### config.mk
export PLATFORM = sky130hd
export DESIGN_NAME = ccr_unit
export DESIGN_NICKNAME = d
export VERILOG_FILES = /design/src/rtl/ccr_pkg.sv /design/src/rtl/ccr_alu.sv /design/src/rtl/ccr_ctrl.sv /design/src/rtl/ccr_datapath.sv /design/src/rtl/ccr_unit.sv
export SDC_FILE = /design/constraint.sdc
export NUM_CORES = 1
export LEC_CHECK = 0
export BUFFER_PORTS_ARGS = -buffer_cell sky130_fd_sc_hd__buf_2
export CAP_MARGIN = 20
export CORE_UTILIZATION = 47
export DETAILED_ROUTE_END_ITERATION = 12
export GPL_ROUTABILITY_DRIVEN = 0
export GPL_TIMING_DRIVEN = 0
export PLACE_DENSITY = 0.8
export SLEW_MARGIN = 5
export SYNTH_ARGS = -nofsm -noshare
export SYNTH_HDL_FRONTEND = slang
export SYNTH_SLANG_ARGS = --single-unit
### constraint.sdc
create_clock -name clk -period 2.7 [get_ports clk]
set_clock_uncertainty 0.1 [all_clocks]
set_input_delay 0.27 -clock clk [delete_from_list [all_inputs] [get_ports clk]]
set_output_delay 0.27 -clock clk [all_outputs]
set_load 0.01 [all_outputs]
### src/rtl/ccr_pkg.sv
package ccr_pkg;
  localparam int CCR_W = 8;
  localparam int BIT_C = 0;
  localparam int BIT_Z = 1;
  localparam int BIT_N = 2;
  localparam int BIT_I = 3;
  localparam int BIT_H = 4;
  localparam int BIT_V = 7;
  localparam logic [CCR_W-1:0] FIXED_ONES = 8'h60;

  typedef enum logic [2:0] {
    OP_ADD = 3'd0,
    OP_ADC = 3'd1,
    OP_SUB = 3'd2,
    OP_AND = 3'd3,
    OP_OR  = 3'd4,
    OP_EOR = 3'd5,
    OP_MOV = 3'd6
  } opClassE;

  typedef struct packed {
    logic loadAll;
    logic loadFlags;
    logic updV;
    logic updHalf;
    logic updNZ;
    logic updCarry;
    logic setI;
    logic clrI;
  } ccrStrobeT;
endpackage

### src/rtl/ccr_alu.sv
module ccr_alu
  import ccr_pkg::*;
#(
  parameter int DATA_W = 8
) (
  input  opClassE           op,
  input  logic [DATA_W-1:0] a,
  input  logic [DATA_W-1:0] b,
  input  logic              carryIn,
  output logic [DATA_W-1:0] result,
  output logic              carryOut,
  output logic              halfCarry,
  output logic              overflow
);
  localparam int HB = DATA_W / 2;
  localparam int MSB = DATA_W - 1;

  logic [DATA_W:0] wide;
  logic [HB:0]     half;
  logic            cin;

  assign cin = (op == OP_ADC) ? carryIn : 1'b0;

  always_comb begin
    wide      = '0;
    half      = '0;
    result    = '0;
    carryOut  = 1'b0;
    halfCarry = 1'b0;
    overflow  = 1'b0;
    case (op)
      OP_ADD, OP_ADC: begin
        wide      = {1'b0, a} + {1'b0, b} + {{DATA_W{1'b0}}, cin};
        half      = {1'b0, a[HB-1:0]} + {1'b0, b[HB-1:0]} + {{HB{1'b0}}, cin};
        result    = wide[DATA_W-1:0];
        carryOut  = wide[DATA_W];
        halfCarry = half[HB];
        overflow  = (a[MSB] & b[MSB] & ~result[MSB]) |
                    (~a[MSB] & ~b[MSB] & result[MSB]);
      end
      OP_SUB: begin
        wide     = {1'b0, a} - {1'b0, b};
        result   = wide[DATA_W-1:0];
        carryOut = wide[DATA_W];
        overflow = (a[MSB] & ~b[MSB] & ~result[MSB]) |
                   (~a[MSB] & b[MSB] & result[MSB]);
      end
      OP_AND:  result = a & b;
      OP_OR:   result = a | b;
      OP_EOR:  result = a ^ b;
      default: result = b;
    endcase
  end
endmodule

### src/rtl/ccr_ctrl.sv
module ccr_ctrl
  import ccr_pkg::*;
(
  input  logic      execValid,
  input  opClassE   op,
  input  logic      intEntry,
  input  logic      rti,
  input  logic      setMask,
  input  logic      clrMask,
  input  logic      ccrWrite,
  input  logic      maskNow,
  input  logic      irqReq,
  output ccrStrobeT strobe,
  output logic      irqEnable,
  output logic      irqAccept
);
  logic execGo;
  logic isAdd;
  logic isArith;
  logic raiseI;

  assign isAdd   = (op == OP_ADD) || (op == OP_ADC);
  assign isArith = isAdd || (op == OP_SUB);
  assign execGo  = execValid & ~rti & ~ccrWrite;
  assign raiseI  = intEntry | setMask;

  always_comb begin
    strobe           = '0;
    strobe.loadAll   = rti;
    strobe.loadFlags = ccrWrite & ~rti;
    strobe.updV      = execGo;
    strobe.updHalf   = execGo & isAdd;
    strobe.updNZ     = execGo;
    strobe.updCarry  = execGo & isArith;
    strobe.setI      = ~rti & raiseI;
    strobe.clrI      = ~rti & ~raiseI & clrMask;
  end

  assign irqEnable = ~maskNow;
  assign irqAccept = irqReq & ~maskNow;
endmodule

### src/rtl/ccr_datapath.sv
module ccr_datapath
  import ccr_pkg::*;
#(
  parameter int DATA_W = 8
) (
  input  logic              clk,
  input  logic              rstN,
  input  ccrStrobeT         strobe,
  input  logic [DATA_W-1:0] result,
  input  logic              carryOut,
  input  logic              halfCarry,
  input  logic              overflow,
  input  logic [CCR_W-1:0]  stackedCcr,
  input  logic [CCR_W-1:0]  ccrWrData,
  output logic [CCR_W-1:0]  ccrOut,
  output logic              carryNow,
  output logic              maskNow
);
  logic vFlag, hFlag, iMask, nFlag, zFlag, cFlag;

  always_ff @(posedge clk) begin
    if (!rstN) begin
      vFlag <= 1'b0;
      hFlag <= 1'b0;
      iMask <= 1'b1;
      nFlag <= 1'b0;
      zFlag <= 1'b0;
      cFlag <= 1'b0;
    end else if (strobe.loadAll) begin
      vFlag <= stackedCcr[BIT_V];
      hFlag <= stackedCcr[BIT_H];
      iMask <= stackedCcr[BIT_I];
      nFlag <= stackedCcr[BIT_N];
      zFlag <= stackedCcr[BIT_Z];
      cFlag <= stackedCcr[BIT_C];
    end else begin
      if (strobe.loadFlags) begin
        vFlag <= ccrWrData[BIT_V];
        hFlag <= ccrWrData[BIT_H];
        nFlag <= ccrWrData[BIT_N];
        zFlag <= ccrWrData[BIT_Z];
        cFlag <= ccrWrData[BIT_C];
      end else begin
        if (strobe.updV)     vFlag <= overflow;
        if (strobe.updHalf)  hFlag <= halfCarry;
        if (strobe.updNZ) begin
          nFlag <= result[DATA_W-1];
          zFlag <= (result == '0);
        end
        if (strobe.updCarry) cFlag <= carryOut;
      end
      if (strobe.setI)      iMask <= 1'b1;
      else if (strobe.clrI) iMask <= 1'b0;
    end
  end

  always_comb begin
    ccrOut        = FIXED_ONES;
    ccrOut[BIT_V] = vFlag;
    ccrOut[BIT_H] = hFlag;
    ccrOut[BIT_I] = iMask;
    ccrOut[BIT_N] = nFlag;
    ccrOut[BIT_Z] = zFlag;
    ccrOut[BIT_C] = cFlag;
  end

  assign carryNow = cFlag;
  assign maskNow  = iMask;
endmodule

### src/rtl/ccr_unit.sv
module ccr_unit
  import ccr_pkg::*;
#(
  parameter int DATA_W = 8
) (
  input  logic              clk,
  input  logic              rstN,
  input  logic              execValid,
  input  logic [2:0]        opClass,
  input  logic [DATA_W-1:0] opA,
  input  logic [DATA_W-1:0] opB,
  input  logic              intEntry,
  input  logic              rti,
  input  logic [7:0]        stackedCcr,
  input  logic              setMask,
  input  logic              clrMask,
  input  logic              ccrWrite,
  input  logic [7:0]        ccrWrData,
  input  logic              irqReq,
  output logic [DATA_W-1:0] aluResult,
  output logic [7:0]        ccrOut,
  output logic              irqEnable,
  output logic              irqAccept
);
  opClassE   opE;
  ccrStrobeT strobe;
  logic      carryOut, halfCarry, overflow, carryNow, maskNow;

  assign opE = opClassE'(opClass);

  ccr_alu #(.DATA_W(DATA_W)) u_alu (
    .op(opE), .a(opA), .b(opB), .carryIn(carryNow),
    .result(aluResult), .carryOut(carryOut),
    .halfCarry(halfCarry), .overflow(overflow)
  );

  ccr_ctrl u_ctrl (
    .execValid(execValid), .op(opE), .intEntry(intEntry), .rti(rti),
    .setMask(setMask), .clrMask(clrMask), .ccrWrite(ccrWrite),
    .maskNow(maskNow), .irqReq(irqReq), .strobe(strobe),
    .irqEnable(irqEnable), .irqAccept(irqAccept)
  );

  ccr_datapath #(.DATA_W(DATA_W)) u_dp (
    .clk(clk), .rstN(rstN), .strobe(strobe), .result(aluResult),
    .carryOut(carryOut), .halfCarry(halfCarry), .overflow(overflow),
    .stackedCcr(stackedCcr), .ccrWrData(ccrWrData), .ccrOut(ccrOut),
    .carryNow(carryNow), .maskNow(maskNow)
  );
endmodule

==> results of run 1 <==
==> per-stage QoR <==
stage,setup TNS (ns),utilization [%]
2_1_floorplan,0,-
3_3_place_gp,-2.426,59.75
3_5_place_dp,-2.500,59.75
4_1_cts,-0.07542,63.54
5_1_grt,-0.1386,65.23
6_report,0,65.23
==> metal layers <==
metal | vias up | global-route usage (%)
met5 | - | 0
met3 | 8 | 3.299
li1 | 1029 | -
met2 | 92 | 40.59
met4 | 0 | 4.891
met1 | 990 | 35.97
==> final cells by class <==
cell class,instances,area [sq um]
sequential,6,121.4
tap,48,60.06
clock buffer,3,41.29
fill,329,1311
timing repair buffer,66,379.1
buffer,18,147.6
inverter,27,101.3
multi-input combinational,197,1609
==> logic make-up after synthesis <==
kind of cell / after synthesis / synth area share [%]
compound gates: 83 / 33.16
simple gates: 75 / 21.66
buf+inv: 49 / 14.60
fa+ha+maj: 28 / 19.68
xor+xnor: 6 / 2.774
flops: 6 / 6.341
mux: 3 / 1.585
other cells: 1 / 0.1980
==> repair_timing <==
item,CTS,global route
pin swaps,9,16
buffers inserted,9,5
setup endpoints to repair,10,6
resized for setup,14,15
==> sequential cells by signal, indices dropped and copies added (netlist names) <==
name / count
u_dp.carryNow: 1
u_dp.hFlag: 1
u_dp.maskNow: 1
u_dp.nFlag: 1
u_dp.vFlag: 1
u_dp.zFlag: 1
==> how the worst max path moves through the flow <==
stage | startpoint | to | slack, ns | cells after the start
final | opB[1] | aluResult[7] | 0.03 | 9
after global routing | u_dp.carryNow$_SDFFE_PN0P_ | aluResult[6] | -0.07 | 11
after CTS | opClass[1] | aluResult[6] | -0.08 | 15
after detailed placement | opClass[1] | aluResult[6] | -0.58 | 15
after global placement | opClass[1] | aluResult[6] | -0.60 | 15
after floorplan | opClass[1] | u_dp.zFlag$_SDFFE_PN0P_ | 0.009 | 12
==> report_power, final <==
group,total (mW),internal (mW),switching (mW),leakage (nW)
Sequential,0.100,0.0960,0.00411,0.0501
Combinational,0.468,0.217,0.252,1.13
Clock,0.138,0.0961,0.0423,0.0216
Total,0.707,0.409,0.298,1.20
==> cells in the mapped netlist (3+ instances only) <==
library cell,n
nor3b_1,4
nor2_1,22
buf_2,4
o21ba_2,3
mux2i_1,3
buf_4,12
inv_1,27
nand3_1,5
ha_1,25
fa_1,3
nand2_1,20
a31oi_1,5
o221ai_1,3
a21oi_1,14
xor2_1,4
a21boi_0,3
buf_6,3
nand2b_1,3
a22oi_1,5
a221oi_1,5
nor4_1,3
dfxtp_1,6
nor2b_1,3
a21o_1,3
o21ai_0,9
o22ai_1,4
==> critical path: stages <==
cell and delay, ns:
buf_2 0.15, inv_2 0.08, ha_1 0.17, o21bai_2 0.24
a2111oi_4 0.47, o2111ai_2 0.18, and3b_1 0.22, a211oi_2 0.33
buf_2 0.20
==> impl_metrics.ini, run 1 <==
[clock_tree]
htree_levels = 1
clock_latency_ns = 0.22
cts_tree = done
cts_buffers = 3
clk_pin_slew_ns = 0.04
numClockSinks = 6
hold_buffers = 0
cts_buffer_depth = 2
root_buffer = clkbuf_8

[timing]
drv_slew = 0
whs_ns = 0.1757
fmax_mhz = 374.1
timing.final.crit_period_ns = 2.673
finalHoldViolCount = 0
post-route-period-util_pct = 99.01
setup_viol = 0
setup_slack_ns = 0.02684
grt_setup_unrepaired = yes

[detailed_routing]
dr.max_layer_used = met4
drtIter0Drc = 184
first_pass_iters = 5
ant_nets = 0
wl_met2_microns = 2556
route.met3.wl_microns = 378
vias = 2119
avgRoutedWirePerCell_microns = 14.82
wl_met1_microns = 2417
totalWireLength_microns = 5408
viasPerCell = 5.805
drc = 0

[job]
max_cap_violations = 0

[worst_setup_path]
arrival_ns = 2.30
crit_type = in -> out
r2r_slack_ns = 0.15
r2r_start = u_dp.carryNow$_SDFFE_PN0P_
worst-path-max-fanout = 4
cp.required_ns = 2.33
worstSetupStartpointType = input pin
r2r-end = u_dp.zFlag$_SDFFE_PN0P_
endpoint_kind = primary output
r2r_cells = 12

[finish]
syn2layout_area_growth_pct = 29.85
n_antenna_cell = 0
final_area_sq_um = 2460
mostFrequentLayoutCell = buf_2
stdcell_count = 365
mostFrequentLayoutCells = 53 x buf_2, 24 x inv_1, 23 x buf_4, 23 x ha_1, 21 x nor2_1
drive_above_1_share_pct = 39.12
fin_nets = 391

[grt]
grt_pass1_wl_microns = 8687
grt_usage_pct = 25.34
antenna_found_initial = 0
grt-ovfl-total = 0
grt_max_degree = 13
grt_pass1_vias = 1872

[placement]
dp_hpwl_microns = 4010
post-place-cells = 353
place.port_buffers = 53
place_area_sq_um = 2253
post-place-ws_ns = -0.5801

[yosys]
yosys-top-cells-area = ha_1 17%, dfxtp_1 6.3%, inv_1 5.4%
synthFlopType = dfxtp_1
seq_area_frac_synth_pct = 6.341
synth_area_sq_um = 1894
ys_ff_latch = 6
syn_inst = 251
postSynthAreaPerCell_sq_um = 7.547
synth_top_area_share_pct = 16.51
yosysWarnings = 0
synth_cell_types = 62
synth_edf_count = 0
ys_async_sr_fraction_pct = 0
yosysTopAreaCell = ha_1

[floorplanning]
die_w_microns = 65.49
core_area_sq_um = 3771
die_height_microns = 65.49
fp.dieArea_sq_um = 4288
io_pins = 62
initial_core_util_pct = 50.23
rows = 22

[pwr]
leakagePower_nw = 1.202
ir_worst_vdd_uv = 162.6
power_density_nw_per_um2 = 287.4
power_mw = 0.7069

[hold_path]
worstHoldEndpoint = u_dp.maskNow$_SDFFE_PN1P_
holdPathStages = 3
hold_path_class = in -> reg
hp-start = stackedCcr[3]

[outcome]
status = finished, final reports clean
Note: power is estimated with default switching activity, not from simulation.
==> run 2: changes to the inputs <==
--- a/config.mk
+++ b/config.mk
@@ -8,10 +8,12 @@
 export BUFFER_PORTS_ARGS = -buffer_cell sky130_fd_sc_hd__buf_2
 export CAP_MARGIN = 20
 export CORE_UTILIZATION = 47
+export CTS_CLUSTER_SIZE = 10
 export DETAILED_ROUTE_END_ITERATION = 12
 export GPL_ROUTABILITY_DRIVEN = 0
 export GPL_TIMING_DRIVEN = 0
 export PLACE_DENSITY = 0.8
+export RECOVER_POWER = 50
 export SLEW_MARGIN = 5
 export SYNTH_ARGS = -nofsm -noshare
 export SYNTH_HDL_FRONTEND = slang
==> run 2 against run 1 <==
Combinational power hardly changed; design area is 0.15% lower; first-iteration DRC count is 0.54% lower; critical endpoint unchanged; via count is 0.24% lower; largest cell class unchanged; sequential power hardly changed; clock-buffer cell count stayed put; non-clock buffer count stayed put; global-route usage stayed put; largest power group unchanged; maximum frequency is 0.10% lower.
==> impl_metrics.ini, run 2 (synthesis gave the netlist of run 1 again) <==
[outcome]
status = finished, final reports clean

[hold_path]
hold_path_class = in -> reg

[worst_setup_path]
cp_common_cell = buf_2
path_depth = 9
worst-path-max-fanout = 4
startpoint = opB[1]
endpoint_kind = primary output
crit_type = in -> out
r2r_cells = 12
arrival_ns = 2.31
cp_top_family = compound AO/OA/AOI/OAI gates
cp-endpoint = aluResult[7]
cpPeakStageDelay_ns = 0.47
crit_chain = buf_2 -> inv_2 -> ha_1 -> o21bai_2 -> a2111oi_4 -> o2111ai_2 -> and3b_1 -> a211oi_2 -> buf_2
r2r_slack_ns = 0.14
cp.required_ns = 2.33
r2r-end = u_dp.zFlag$_SDFFE_PN0P_
path_buf_inv = 3
r2r_start = u_dp.carryNow$_SDFFE_PN0P_
cp_slowest_cell = a2111oi_4
worstSetupStartpointType = input pin

[timing]
setup_slack_ns = 0.02408
fmax_mhz = 373.7
post-route-period-util_pct = 99.11
timing.final.crit_period_ns = 2.676
setup_viol = 0
grt_setup_unrepaired = yes
finalHoldViolCount = 0
drv_slew = 0

[detailed_routing]
ant_nets = 0
viasPerCell = 5.792
drtIter0Drc = 183
drc = 0
totalWireLength_microns = 5402
avgRoutedWirePerCell_microns = 14.80
vias = 2114
first_pass_iters = 5

[floorplanning]
io_pins = 62
die_w_microns = 65.49
initial_core_util_pct = 50.23
fp.dieArea_sq_um = 4288
core_area_sq_um = 3771
rows = 22
die_height_microns = 65.49

[finish]
fin_nets = 391
mostFrequentLayoutCells = 50 x buf_2, 24 x inv_1, 23 x buf_4, 23 x ha_1, 21 x nor2_1
n_antenna_cell = 0
syn2layout_area_growth_pct = 29.66
mostFrequentLayoutCell = buf_2
drive_above_1_share_pct = 38.17

[clock_tree]
clock_latency_ns = 0.22
htree_levels = 1
cts_tree = done
numClockSinks = 6
cts_buffers = 3
clk_pin_slew_ns = 0.04
cts_buffer_depth = 2
root_buffer = clkbuf_8

[placement]
dp_hpwl_microns = 4010
post-place-ws_ns = -0.5801
place.port_buffers = 53

[pwr]
power_frac_comb_pct = 66.2
leakagePower_nw = 1.191
power_density_nw_per_um2 = 287.4
power.internal_mw = 0.4081
p_clk_share_pct = 19.6
ir_worst_vdd_uv = 162.3
seqPwrFrac_pct = 14.2
power_mw = 0.7059
p_sw_share_pct = 42.19
switchingPower_mw = 0.2978

[grt]
grt_max_degree = 13
grt_pass1_vias = 1872
grt-ovfl-total = 0
grt_pass1_wl_microns = 8687
antenna_found_initial = 0
grt_usage_pct = 25.34

[job]
max_cap_violations = 0
run 2: timing repair:
action | 4_1_cts | 5_1_grt
hold endpoints to repair | 0 | 0
hold buffers | 0 | 0
pin swaps | 9 | 16
buffers inserted | 9 | 5
resized for setup | 14 | 15
endpoints found under the setup margin | 10 | 6
run 2: metrics by stage:
stage / instance area, sq um / cells / setup TNS (ns) / hold slack [ns] / utilization (%)
finish: 2456 / 365 / 0 / 0.1757 / 65.13
CTS: 2396 / 364 / -0.07542 / 0.1743 / 63.54
detailed placement: 2253 / 353 / -2.500 / 0.3801 / 59.75
floorplan: 1928 / 252 / 0 / 0.2589 / -
global placement: 2253 / 353 / -2.426 / 0.3642 / 59.75
global route: 2456 / 365 / -0.1386 / 0.2183 / 65.13
run 2: area by class of cell:
class	count	area [sq um]
multi-input cells	197	1609
well taps	48	60.06
inverters	27	101.3
fillers	332	1315
plain buffers	18	147.6
repair buffers	66	375.4
clock buffers	3	41.29
flip-flops and latches	6	121.4
run 2: worst min-delay path by stage:
stage	to	start	cells past startpoint
6_report	u_dp.maskNow$_SDFFE_PN1P_	stackedCcr[3]	3
5_1_grt	u_dp.maskNow$_SDFFE_PN1P_	stackedCcr[3]	3
4_1_cts	u_dp.maskNow$_SDFFE_PN1P_	stackedCcr[3]	3
3_5_place_dp	u_dp.hFlag$_SDFFE_PN0P_	u_dp.hFlag$_SDFFE_PN0P_	2
3_3_place_gp	u_dp.hFlag$_SDFFE_PN0P_	u_dp.hFlag$_SDFFE_PN0P_	2
2_1_floorplan	u_dp.maskNow$_SDFFE_PN1P_	rstN	1
run 2: power groups by stage:
stage	clock [mW]	sequential, mW	combinational [mW]
floorplan	0	0.100	0.297
detailed placement	0	0.101	0.416
global route	0.150	0.101	0.508
finish	0.138	0.100	0.467
CTS	0.139	0.100	0.439
global placement	0	0.101	0.410
run 2: tightest hold or removal path, stage by stage:
cell	delay, ns
buf_2	0.07
nand2_1	0.04
o211ai_1	0.07
run 2: per-layer routing:
metal | track usage, % | vias up | wire length (microns)
met4 | 4.891 | 0 | 41
met1 | 35.97 | 989 | 2413
met5 | 0 | - | 0
li1 | - | 1029 | -
met3 | 3.299 | 6 | 362
met2 | 40.59 | 90 | 2585
==> run 3: changes to the inputs <==
--- a/config.mk
+++ b/config.mk
@@ -7,6 +7,7 @@
 export LEC_CHECK = 0
 export BUFFER_PORTS_ARGS = -buffer_cell sky130_fd_sc_hd__buf_2
 export CAP_MARGIN = 20
+export CORE_MARGIN = 3
 export CORE_UTILIZATION = 47
 export CTS_CLUSTER_SIZE = 10
 export DETAILED_ROUTE_END_ITERATION = 12
==> run 3 against run 2 <==
The flow now finishes with violations (negative setup slack); hold slack worse by 0.0020 ns; clock power about the same; maximum frequency down 1.0%; sequential share of layout area about the same; register-to-register slack about the same; cell count up 0.27%.
==> impl_metrics.ini, run 3 (synthesis gave the netlist of run 1 again) <==
[detailed_routing]
vias = 2153
viasPerCell = 5.883
totalWireLength_microns = 5741
avgRoutedWirePerCell_microns = 15.69
drtIter0Drc = 224
ant_nets = 0
first_pass_iters = 5
drc = 0

[pwr]
p_clk_share_pct = 18.9
switchingPower_mw = 0.3063
leakagePower_nw = 1.186
power_density_nw_per_um2 = 292.2
power_frac_comb_pct = 67.3
seqPwrFrac_pct = 13.8
power.internal_mw = 0.4176
p_sw_share_pct = 42.32
ir_worst_vdd_uv = 138.4

[timing]
post-route-period-util_pct = 100.1
finalHoldViolCount = 0
timing.final.crit_period_ns = 2.703
whs_ns = 0.1737
fmax_mhz = 369.9
fin_setup_tns_ns = -0.003387
setup_viol = 1
drv_slew = 0
setup_slack_ns = -0.003387
grt_setup_unrepaired = yes

[worst_setup_path]
r2r_start = u_dp.carryNow$_SDFFE_PN0P_
r2r_cells = 13
r2r-end = u_dp.zFlag$_SDFFE_PN0P_
worstSetupStartpointType = flop
worst-path-max-fanout = 4
crit_type = reg -> out
cp.required_ns = 2.33
arrival_ns = 2.33
endpoint_kind = primary output
r2r_slack_ns = 0.15

[clock_tree]
htree_levels = 1
cts_buffers = 3
hold_buffers = 0
cts_buffer_depth = 2
root_buffer = clkbuf_8
clock_latency_ns = 0.22
cts_tree = done
numClockSinks = 6
clk_pin_slew_ns = 0.04

[grt]
grt_usage_pct = 22.54
grt_pass1_vias = 2049
grt_pass1_wl_microns = 9287
grt_max_degree = 11
grt-ovfl-total = 0
antenna_found_initial = 0

[floorplanning]
die_height_microns = 69.49
core_area_sq_um = 3771
die_w_microns = 69.49
io_pins = 62
rows = 22
initial_core_util_pct = 50.23
fp.dieArea_sq_um = 4828

[finish]
fin_nets = 392
syn2layout_area_growth_pct = 30.78
mostFrequentLayoutCells = 47 x buf_2, 24 x inv_1, 23 x ha_1
n_antenna_cell = 0
mostFrequentLayoutCell = buf_2
drive_above_1_share_pct = 37.74

[placement]
place.port_buffers = 53
dp_hpwl_microns = 4242

[hold_path]
hold_path_class = in -> reg
hp-start = stackedCcr[3]
worstHoldEndpoint = u_dp.maskNow$_SDFFE_PN1P_
holdPathStages = 3

[outcome]
status = finished with violations
violations = negative setup slack

[job]
max_cap_violations = 0
[run 3: layer usage]
metal	wire (microns)	GRT usage (%)	share of wire (%)
met5	0	0	0
met3	397	2.754	6.9
met4	67	6.508	1.2
met2	2749	38.56	48
met1	2527	29.48	44
[run 3: worst max path at each step]
stage                                          start  slack [ns]                 endpoint
after floorplan                           opClass[1]       0.009  u_dp.zFlag$_SDFFE_PN0P_
after global placement                    opClass[1]       -0.58             aluResult[6]
after detailed placement                  opClass[1]       -0.67             aluResult[6]
after CTS                                 opClass[2]       -0.14             aluResult[6]
after global routing      u_dp.carryNow$_SDFFE_PN0P_       -0.12             aluResult[6]
final                     u_dp.carryNow$_SDFFE_PN0P_      -0.003             aluResult[6]
[run 3: timing repair]
item,CTS,global route
setup buffers,7,6
gates resized for setup,13,17
cloned,0,0
pin swaps,8,15
endpoints found under the setup margin,10,8
[run 3: metrics by stage]
stage | area (sq um) | total power, mW | util, % | instances | setup slack (ns)
3_3_place_gp | 2253 | 0.5116 | 59.75 | 353 | -0.5789
6_report | 2477 | 0.7239 | 65.69 | 366 | -0.003387
3_5_place_dp | 2253 | 0.5208 | 59.75 | 353 | -0.6667
4_1_cts | 2395 | 0.6834 | 63.50 | 363 | -0.1367
5_1_grt | 2477 | 0.7775 | 65.69 | 366 | -0.1156
2_1_floorplan | 1928 | 0.3974 | - | 252 | 0.009022
[run 3: cell type report]
cell class | count | area (sq um)
Multi-Input combinational cell | 197 | 1627
Fill cell | 326 | 1294
Timing Repair Buffer | 66 | 367.9
Buffer | 19 | 158.9
Sequential cell | 6 | 121.4
Inverter | 27 | 101.3
Tap cell | 48 | 60.06
Clock buffer | 3 | 41.29
[run 3: worst max-delay path: stages, from the launching register on]
cell	delay (ns)
dfxtp_2	0.32
nand3_2	0.06
fa_2	0.22
inv_2	0.04
fa_2	0.35
nand3_2	0.07
nand2_2	0.08
a21o_1	0.23
a21oi_2	0.17
nand2_1	0.10
a311oi_2	0.27
buf_2	0.19
[run 3: power by group through the flow]
stage | registers, mW | logic, mW | clock network [mW]
finish | 0.100 | 0.487 | 0.137
global route | 0.101 | 0.532 | 0.144
CTS | 0.100 | 0.445 | 0.138
detailed placement | 0.101 | 0.420 | 0
global placement | 0.101 | 0.410 | 0
floorplan | 0.100 | 0.297 | 0
